<file path="src/rtl/uart_irq_pkg.sv">
package uart_irq_pkg;
  localparam int unsigned NSRC   = 4;
  localparam int unsigned TRIG_W = 3;
  localparam int unsigned LVL_W  = TRIG_W + 1 + 5;  // (field+1) * 32

  localparam int unsigned SRC_RX    = 0;
  localparam int unsigned SRC_ERR   = 1;
  localparam int unsigned SRC_TX    = 2;
  localparam int unsigned SRC_MODEM = 3;

  localparam logic [1:0] DMA_MODE = 2'b10;

  function automatic int unsigned trig_scale(input int unsigned ch);
    case (ch)
      0:       return 32;
      1, 4:    return 8;
      2, 3:    return 2;
      default: return 0;
    endcase
  endfunction
endpackage

</file>
<file path="src/rtl/uart_irq_trig.sv">
module uart_irq_trig
  import uart_irq_pkg::*;
#(
  parameter int unsigned CHANNEL = 0,
  parameter int unsigned CNT_W   = 8
) (
  input  logic              fifo_en_i,
  input  logic              timeout_en_i,
  input  logic [TRIG_W-1:0] tx_trig_i,
  input  logic [TRIG_W-1:0] rx_trig_i,
  input  logic [CNT_W-1:0]  tx_count_i,
  input  logic [CNT_W-1:0]  rx_count_i,
  input  logic              rx_ready_i,
  input  logic              timeout_evt_i,
  output logic              tx_cond_o,
  output logic              rx_cond_o
);
  localparam int unsigned FACTOR = trig_scale(CHANNEL);
  localparam int unsigned CMP_W  = ((CNT_W > LVL_W) ? CNT_W : LVL_W) + 1;

  logic [CMP_W-1:0] tx_lvl, rx_lvl, tx_cnt_x, rx_cnt_x;
  logic             rx_fifo_hit;

  always_comb begin
    tx_lvl   = CMP_W'(tx_trig_i) * CMP_W'(FACTOR);
    rx_lvl   = (CMP_W'(rx_trig_i) + CMP_W'(1)) * CMP_W'(FACTOR);
    tx_cnt_x = CMP_W'(tx_count_i);
    rx_cnt_x = CMP_W'(rx_count_i);
  end

  assign rx_fifo_hit = (rx_cnt_x >= rx_lvl) || ((rx_count_i != '0) && !timeout_en_i);
  assign tx_cond_o   = fifo_en_i && (tx_cnt_x <= tx_lvl);
  assign rx_cond_o   = (fifo_en_i ? rx_fifo_hit : rx_ready_i) || timeout_evt_i;

  // no transmit trigger without FIFO mode
  always_comb p_tx_needs_fifo_r5: assert (!tx_cond_o || fifo_en_i);
  // FIFO disabled, receive follows ready/timeout only
  always_comb p_rx_nofifo_r8: assert (fifo_en_i || (rx_cond_o == (rx_ready_i || timeout_evt_i)));
endmodule

</file>
<file path="src/rtl/uart_irq_src.sv">
module uart_irq_src
  import uart_irq_pkg::*;
(
  input  logic            clk_i,
  input  logic            rst_ni,
  input  logic [NSRC-1:0] cond_i,
  input  logic [NSRC-1:0] clr_i,
  output logic [NSRC-1:0] src_o
);
  logic [NSRC-1:0] cond_q, src_q, set_pulse;

  assign set_pulse = cond_i & ~cond_q;
  assign src_o     = src_q;

  for (genvar i = 0; i < NSRC; i++) begin : g_bit
    always_ff @(posedge clk_i or negedge rst_ni) begin
      if (!rst_ni) begin
        cond_q[i] <= 1'b0;
        src_q[i]  <= 1'b0;
      end else begin
        cond_q[i] <= cond_i[i];
        if (set_pulse[i])   src_q[i] <= 1'b1;
        else if (clr_i[i])  src_q[i] <= 1'b0;
      end
    end

    p_set_wins_r10: assert property (@(posedge clk_i) disable iff (!rst_ni)
      set_pulse[i] |=> src_q[i]);
    p_sticky_r10: assert property (@(posedge clk_i) disable iff (!rst_ni)
      (src_q[i] && !clr_i[i]) |=> src_q[i]);
    p_clear_r3: assert property (@(posedge clk_i) disable iff (!rst_ni)
      (clr_i[i] && !set_pulse[i]) |=> !src_q[i]);
  end
endmodule

</file>
<file path="src/rtl/uart_irq_ctrl.sv">
module uart_irq_ctrl
  import uart_irq_pkg::*;
#(
  parameter int unsigned CHANNEL = 0,
  parameter int unsigned CNT_W   = 8
) (
  input  logic              clk_i,
  input  logic              rst_ni,
  input  logic              fifo_en_i,
  input  logic              timeout_en_i,
  input  logic [1:0]        dma_mode_i,
  input  logic [TRIG_W-1:0] tx_trig_i,
  input  logic [TRIG_W-1:0] rx_trig_i,
  input  logic [CNT_W-1:0]  tx_count_i,
  input  logic [CNT_W-1:0]  rx_count_i,
  input  logic              rx_ready_i,
  input  logic              timeout_evt_i,
  input  logic              err_evt_i,
  input  logic              modem_evt_i,
  input  logic              mask_we_i,
  input  logic              pend_clr_we_i,
  input  logic              src_clr_we_i,
  input  logic [NSRC-1:0]   wdata_i,
  output logic [NSRC-1:0]   src_o,
  output logic [NSRC-1:0]   mask_o,
  output logic [NSRC-1:0]   pend_o,
  output logic              irq_o,
  output logic              dma_busy_o
);
  logic            tx_cond, rx_cond;
  logic [NSRC-1:0] cond, clr, mask_q, src;

  uart_irq_trig #(.CHANNEL(CHANNEL), .CNT_W(CNT_W)) u_trig (
    .fifo_en_i    (fifo_en_i),
    .timeout_en_i (timeout_en_i),
    .tx_trig_i    (tx_trig_i),
    .rx_trig_i    (rx_trig_i),
    .tx_count_i   (tx_count_i),
    .rx_count_i   (rx_count_i),
    .rx_ready_i   (rx_ready_i),
    .timeout_evt_i(timeout_evt_i),
    .tx_cond_o    (tx_cond),
    .rx_cond_o    (rx_cond)
  );

  always_comb begin
    cond            = '0;
    cond[SRC_RX]    = rx_cond;
    cond[SRC_ERR]   = err_evt_i;
    cond[SRC_TX]    = tx_cond;
    cond[SRC_MODEM] = modem_evt_i;
    clr = ({NSRC{pend_clr_we_i}} | {NSRC{src_clr_we_i}}) & wdata_i;
  end

  uart_irq_src u_src (
    .clk_i (clk_i),
    .rst_ni(rst_ni),
    .cond_i(cond),
    .clr_i (clr),
    .src_o (src)
  );

  always_ff @(posedge clk_i or negedge rst_ni) begin
    if (!rst_ni)        mask_q <= '0;
    else if (mask_we_i) mask_q <= wdata_i;
  end

  assign src_o      = src;
  assign mask_o     = mask_q;
  assign pend_o     = src & ~mask_q;
  assign irq_o      = |pend_o;
  assign dma_busy_o = (dma_mode_i == DMA_MODE) && (rx_count_i == '0);

  p_mask_hold_r4: assert property (@(posedge clk_i) disable iff (!rst_ni)
    !mask_we_i |=> $stable(mask_q));
  p_mask_load_r4: assert property (@(posedge clk_i) disable iff (!rst_ni)
    mask_we_i |=> (mask_q == $past(wdata_i)));
  p_irq_src_r2: assert property (@(posedge clk_i) disable iff (!rst_ni)
    irq_o |-> (src != '0));
  p_dma_empty_r9: assert property (@(posedge clk_i) disable iff (!rst_ni)
    dma_busy_o |-> (rx_count_i == '0));
endmodule

</file>
<file path="config.mk">
export PLATFORM = sky130hd
export DESIGN_NAME = uart_irq_ctrl
export DESIGN_NICKNAME = d
export VERILOG_FILES = /design/src/rtl/uart_irq_pkg.sv /design/src/rtl/uart_irq_trig.sv /design/src/rtl/uart_irq_src.sv /design/src/rtl/uart_irq_ctrl.sv
export SDC_FILE = /design/constraint.sdc
export NUM_CORES = 1
export LEC_CHECK = 0
export ABC_AREA = 1
export BUFFER_PORTS_ARGS = -buffer_cell sky130_fd_sc_hd__buf_2
export CAP_MARGIN = 20
export CORE_ASPECT_RATIO = 0.9
export CORE_UTILIZATION = 23
export DETAILED_ROUTE_END_ITERATION = 8
export GPL_ROUTABILITY_DRIVEN = 0
export GPL_TIMING_DRIVEN = 0
export PLACE_DENSITY = 0.56
export REMOVE_ABC_BUFFERS = 1
export SLEW_MARGIN = 30
export SYNTH_ARGS = -nofsm -noshare
export SYNTH_HDL_FRONTEND = slang
export SYNTH_SLANG_ARGS = --single-unit
export TNS_END_PERCENT = 20
</file>
<file path="constraint.sdc">
create_clock -name clk_i -period 2.11 [get_ports clk_i]
set_input_delay 0.3165 -clock clk_i [delete_from_list [all_inputs] [get_ports clk_i]]
set_output_delay 0.3165 -clock clk_i [all_outputs]
set_load 0.01 [all_outputs]
</file>
=== Word-level counts from Yosys, hierarchy flattened ===
Cells that the tools add are included.

* Add/subtract/negate cells: 1
* Magnitude comparators: 2
* Equal/unequal tests: 1
* Multiplexer cells: 9
* Bitwise operators: 6
* Reductions and logical operators: 13

{| class="wikitable"
|+ Operators by type and width
! cell !! number
|-
| 4-bit AND || 3
|-
| 8-bit by 10-bit >= comparator with 1-bit output || 1
|-
| 1-bit two-way mux || 9
|-
| 8-bit less-or-equal comparator || 1
|-
| 8-bit logical NOT || 1
|-
| 4-bit NOT || 2
|-
| 2-bit nonzero test || 4
|-
| 8-bit nonzero test || 1
|-
| 3-bit by 1-bit adder with 4-bit output (second input constant) || 1
|-
| 4-bit bitwise OR || 1
|-
| 4-bit OR reduction || 1
|-
| 1-bit logical AND || 3
|-
| 2-bit == test (second input constant) || 1
|-
| 1-bit logical OR || 2
|-
| 1-bit logical NOT || 1
|}

* Bits in registers: 12
* Input bits: 39
* Output and inout port bits: 14
* Word-level logic and storage cells: 41

=== Logic depth before layout (Yosys ltp) ===
* Depth after elaboration: 7
* Gate-level depth with buffers: 13
* Mapped depth without buffers: 13

=== Cells and area by module ===
Synthesis repeated with hierarchy kept, for this count alone.

* Cells, all modules: 122
* Area total of the unflattened synthesis: 823.3 µm²

{| class="wikitable"
|+ Modules (own cells, without submodules)
! module !! times used !! cells each !! area an instance (µm²) !! sequential area each (µm²)
|-
| uart_irq_trig || 1 || 51 || 292.8 || 0.0
|-
| uart_irq_src || 1 || 28 || 275.3 || 200.2
|-
| uart_irq_ctrl || 1 || 43 || 255.2 || 100.1
|}

=== Worst setup path before layout ===
OpenSTA, ideal clock, no wires.

* Path type: in2reg
* Start point: in rx_trig_i[0]
* End point: reg u_src.src_q[0] (netlist: u_src.src_o[0])
* Library setup time: 0.116 ns
* Arrival: 1.414 ns
* Path slack: 0.580 ns
* Stages on the path: 13
* Cell sequence: ha_1 xnor2_1 ha_1 nand2_1 inv_1 nand3_1 nand2_1 inv_1 nand3_1 nand2_1 nand2_1 nand2_1 nand2_1

* Word-level cells in the longest chain between the ends: 7
* Elaborated cells on any way between the ends: 8
* Those cells by class: 1 x add/sub; 1 x order compare; 2 x mux; 1 x bitwise; 3 x reduce/logical

{| class="wikitable"
|+ RTL lines
! what !! line !! text
|-
| start: declaration || uart_irq_ctrl.sv:13 || <nowiki>input logic [TRIG_W-1:0] rx_trig_i,</nowiki>
|-
| 3-bit by 1-bit adder with 4-bit output * || uart_irq_trig.sv:26 || <nowiki>rx_lvl = (CMP_W'(rx_trig_i) + CMP_W'(1)) * CMP_W'(FACTOR);</nowiki>
|-
| 8-bit by 10-bit >= comparator with 1-bit output * || uart_irq_trig.sv:31 || <nowiki>assign rx_fifo_hit = (rx_cnt_x >= rx_lvl) || ((rx_count_i != '0) && !timeout_en_i);</nowiki>
|-
| 1-bit logical OR * || uart_irq_trig.sv:31 ||
|-
| 1-bit two-way mux * || uart_irq_trig.sv:33 || <nowiki>assign rx_cond_o = (fifo_en_i ? rx_fifo_hit : rx_ready_i) || timeout_evt_i;</nowiki>
|-
| 1-bit logical OR * || uart_irq_trig.sv:33 ||
|-
| net rx_cond || uart_irq_ctrl.sv:30 || <nowiki>logic tx_cond, rx_cond;</nowiki>
|-
| 4-bit AND * || uart_irq_src.sv:12 || <nowiki>assign set_pulse = cond_i & ~cond_q;</nowiki>
|-
| 1-bit two-way mux or 2-bit nonzero test (tied branches) || -- ||
|-
| end signal: indexed assignment || uart_irq_src.sv:19 || <nowiki>src_q[i] <= 1'b0;</nowiki>
|-
| end signal: indexed assignment || uart_irq_src.sv:22 || <nowiki>if (set_pulse[i]) src_q[i] <= 1'b1;</nowiki>
|-
| end signal: indexed assignment || uart_irq_src.sv:23 || <nowiki>else if (clr_i[i]) src_q[i] <= 1'b0;</nowiki>
|-
| end: declaration || uart_irq_src.sv:10 || <nowiki>logic [NSRC-1:0] cond_q, src_q, set_pulse;</nowiki>
|}

Mark *: on every way through the listed nets, which the timed path passes. The rest lies on a longest branch.
A chain may end at the register's enable or synchronous reset.

=== Final worst setup path ===
* Start point: reg u_src.src_q[2] (netlist: u_src.src_o[2])
* End point: out irq_o

* Word-level cells in the longest chain between the ends: 2

{| class="wikitable"
|+ RTL lines
! what !! line !! text
|-
| 4-bit AND || uart_irq_ctrl.sv:70 || <nowiki>assign pend_o = src & ~mask_q;</nowiki>
|-
| 4-bit OR reduction || uart_irq_ctrl.sv:71 || <nowiki>assign irq_o = |pend_o;</nowiki>
|-
| end: declaration || uart_irq_ctrl.sv:27 || <nowiki>output logic irq_o,</nowiki>
|}

No other way between the ends.

==> out/metrics.cfg <==
[power_and_ir_drop]
p_leak_nw=0.664
switching_share_pct=28.5
power.share.combinational_pct=29.2
p_switching_mw=0.177
pwr-share-clk_pct=28.1
seqPwrFrac_pct=42.7
p_per_area_nw_per_um2=562
ir_worst_vdd_mv=0.174
cell_internal_pwr_mw=0.444

[clocking]
ctsHoldBuffers=1
root_buffer=clkbuf_4
cts_htree_levels=1
numCtsBuffers=3
insertion_delay_ns=0.26
clk_pin_slew_ns=0.07
cts_max_path_buffers=2
cts.sinks=12
cts_tree=built
post_cts_resized=0
cts_setup_buffers=0

[timing]
setup_tns_ns=0
rsz0062_at_grt=no
tightest_slew_ns=0.272
fmax_mhz=571
period_share_pct=82.9
slew_headroom_pct=81.9
final_hold_viol_count=0
maxSlewViolCount=0
setup_violations=0
finClkSkew_ns=0.000315
period_needed_ns=1.75

[placement]
dp_hpwl_um=1520
placed_cell_area_um2=1060
portBuffers=52

[layout]
n_antenna_cell=0
layout_commonest_cell=buf_2
fin_nets=204
syn2layout_area_growth_pct=48.1
final_cell_mix=52 x buf_2, 22 x inv_1, 20 x nand2_1
drive_gt1_share_pct=38.2
final_area_um2=1110

[critical_path]
crit_chain=nand2_2, inv_2, or4_4, buf_2
critical_path_class=reg -> out
cp-end-kind=primary output
regToRegSetupSlack_ns=1.39
slowest_delay_ns=0.51
crit_fanout=3
cp.required_ns=1.79
slowest_stage=or4_4
cp.arrival_ns=1.43
startpoint_type=flip-flop
crit_family=simple AND/OR/NAND/NOR gates
crit_buf_inv=2

[floorplan]
start_util_pct=24.4
core_um2=3070
rows=19
die_area_um2=3480
die_h_um=56.1
io_pins=53
die_width_um=62.1

[route]
route.detailed.drc=0
via_per_inst=4.13
finalWirelength_um=1740
antenna_left=0
vias=821
wire_per_inst_um=8.76
firstDrtPassIters=3
drt_iter0_drc=9

[yosys]
yosysUniqueCellTypes=18
seq_area_frac_synth_pct=40.2
synth.top_cell.area_share_pct=40.2
ys_top_cells_by_area=dfrtp_1 40%, ha_1 12%, inv_1 11%
avgSynthCellArea_um2=7.47
syn_inst=100
syn_area_um2=747
ys_ff_latch=12
synth_top_area_cell=dfrtp_1
yosys_warnings=0

[grt]
antenna_found_initial=0
grt_first_pass_wirelength_um=2830
track_usage_pct=10.9
grt_pass1_vias=769
grt_max_degree=13
grt_overflow=0

[run]
maxCapViolCount=0

[outcome]
status=completed

[min_path]
hp-class=in -> reg

## cells in the mapped netlist
cell type and count:
ha_1 7, a21oi_2 1, inv_1 22, nand3_1 5, nor2_1 9, or4_4 1
nor4_1 2, a21oi_1 4, o21ai_1 5, nor3b_1 1, nand2_1 20, clkinv_1 3
o21ai_0 4, xnor2_1 1, o21bai_1 1, nand2_2 1, dfrtp_1 12, inv_2 1
## power groups by stage
stage | registers [mW] | clock network (mW) | logic (mW)
after floorplan | 0.278 | 0 | 0.0844
after global placement | 0.269 | 0 | 0.176
after detailed placement | 0.270 | 0 | 0.183
after CTS | 0.266 | 0.186 | 0.186
after global routing | 0.269 | 0.197 | 0.210
final | 0.265 | 0.174 | 0.181
## cell families after synthesis
kind of cell             share of synthesized area, %
AND/OR/NAND/NOR                                  22.9
flip-flops                                       40.2
buffers and inverters                            13.1
AO/OA/AOI/OAI                                    10.9
XOR/XNOR                                         1.17
adder cells (fa/ha/maj)                          11.7
## sequential cells by signal, summed over array words and instances (netlist names)
signal,cells
mask_o,4
u_src.src_o,4
u_src.cond_q,4
## through the flow
step,setup slack (ns),utilization [%],total power [mW],cells,hold slack [ns]
3_5_place_dp,0.347,34.6,0.453,194,0.212
3_3_place_gp,0.365,34.6,0.445,194,0.208
6_report,0.360,36.1,0.621,199,0.171
5_1_grt,0.292,36.1,0.676,199,0.154
4_1_cts,0.332,36.1,0.637,199,0.155
2_1_floorplan,0.580,-,0.363,100,0.0209
## worst paths after layout
kind / end / cells past startpoint / startpoint
worst max-delay path: irq_o / 4 / u_src.src_o[2]
worst min-delay path: u_src.cond_q[3] / 1 / modem_evt_i
worst max register to register: u_src.src_o[1] / 2 / u_src.src_o[1]
worst min register to register: u_src.src_o[3] / 1 / u_src.cond_q[3]
max in group asynchronous: u_src.cond_q[2] / 2 / rst_ni
min in group asynchronous: mask_o[1] / 2 / rst_ni
## layer usage
metal,GRT usage [%],vias up,part of all wire (%)
met1,11.3,360,42
met4,4.76,0,0.92
li1,-,426,-
met2,20.2,33,51
met3,2.09,2,6.2
met5,0,-,0
## area by class of cell
type	count	area, um2
clock buffer	4	36.3
fill	349	1960
inverter	26	97.6
multi-input combinational	62	349
sequential	12	300
tap	42	52.6
timing repair buffer	53	270
Power figures use the tool's default switching activity.
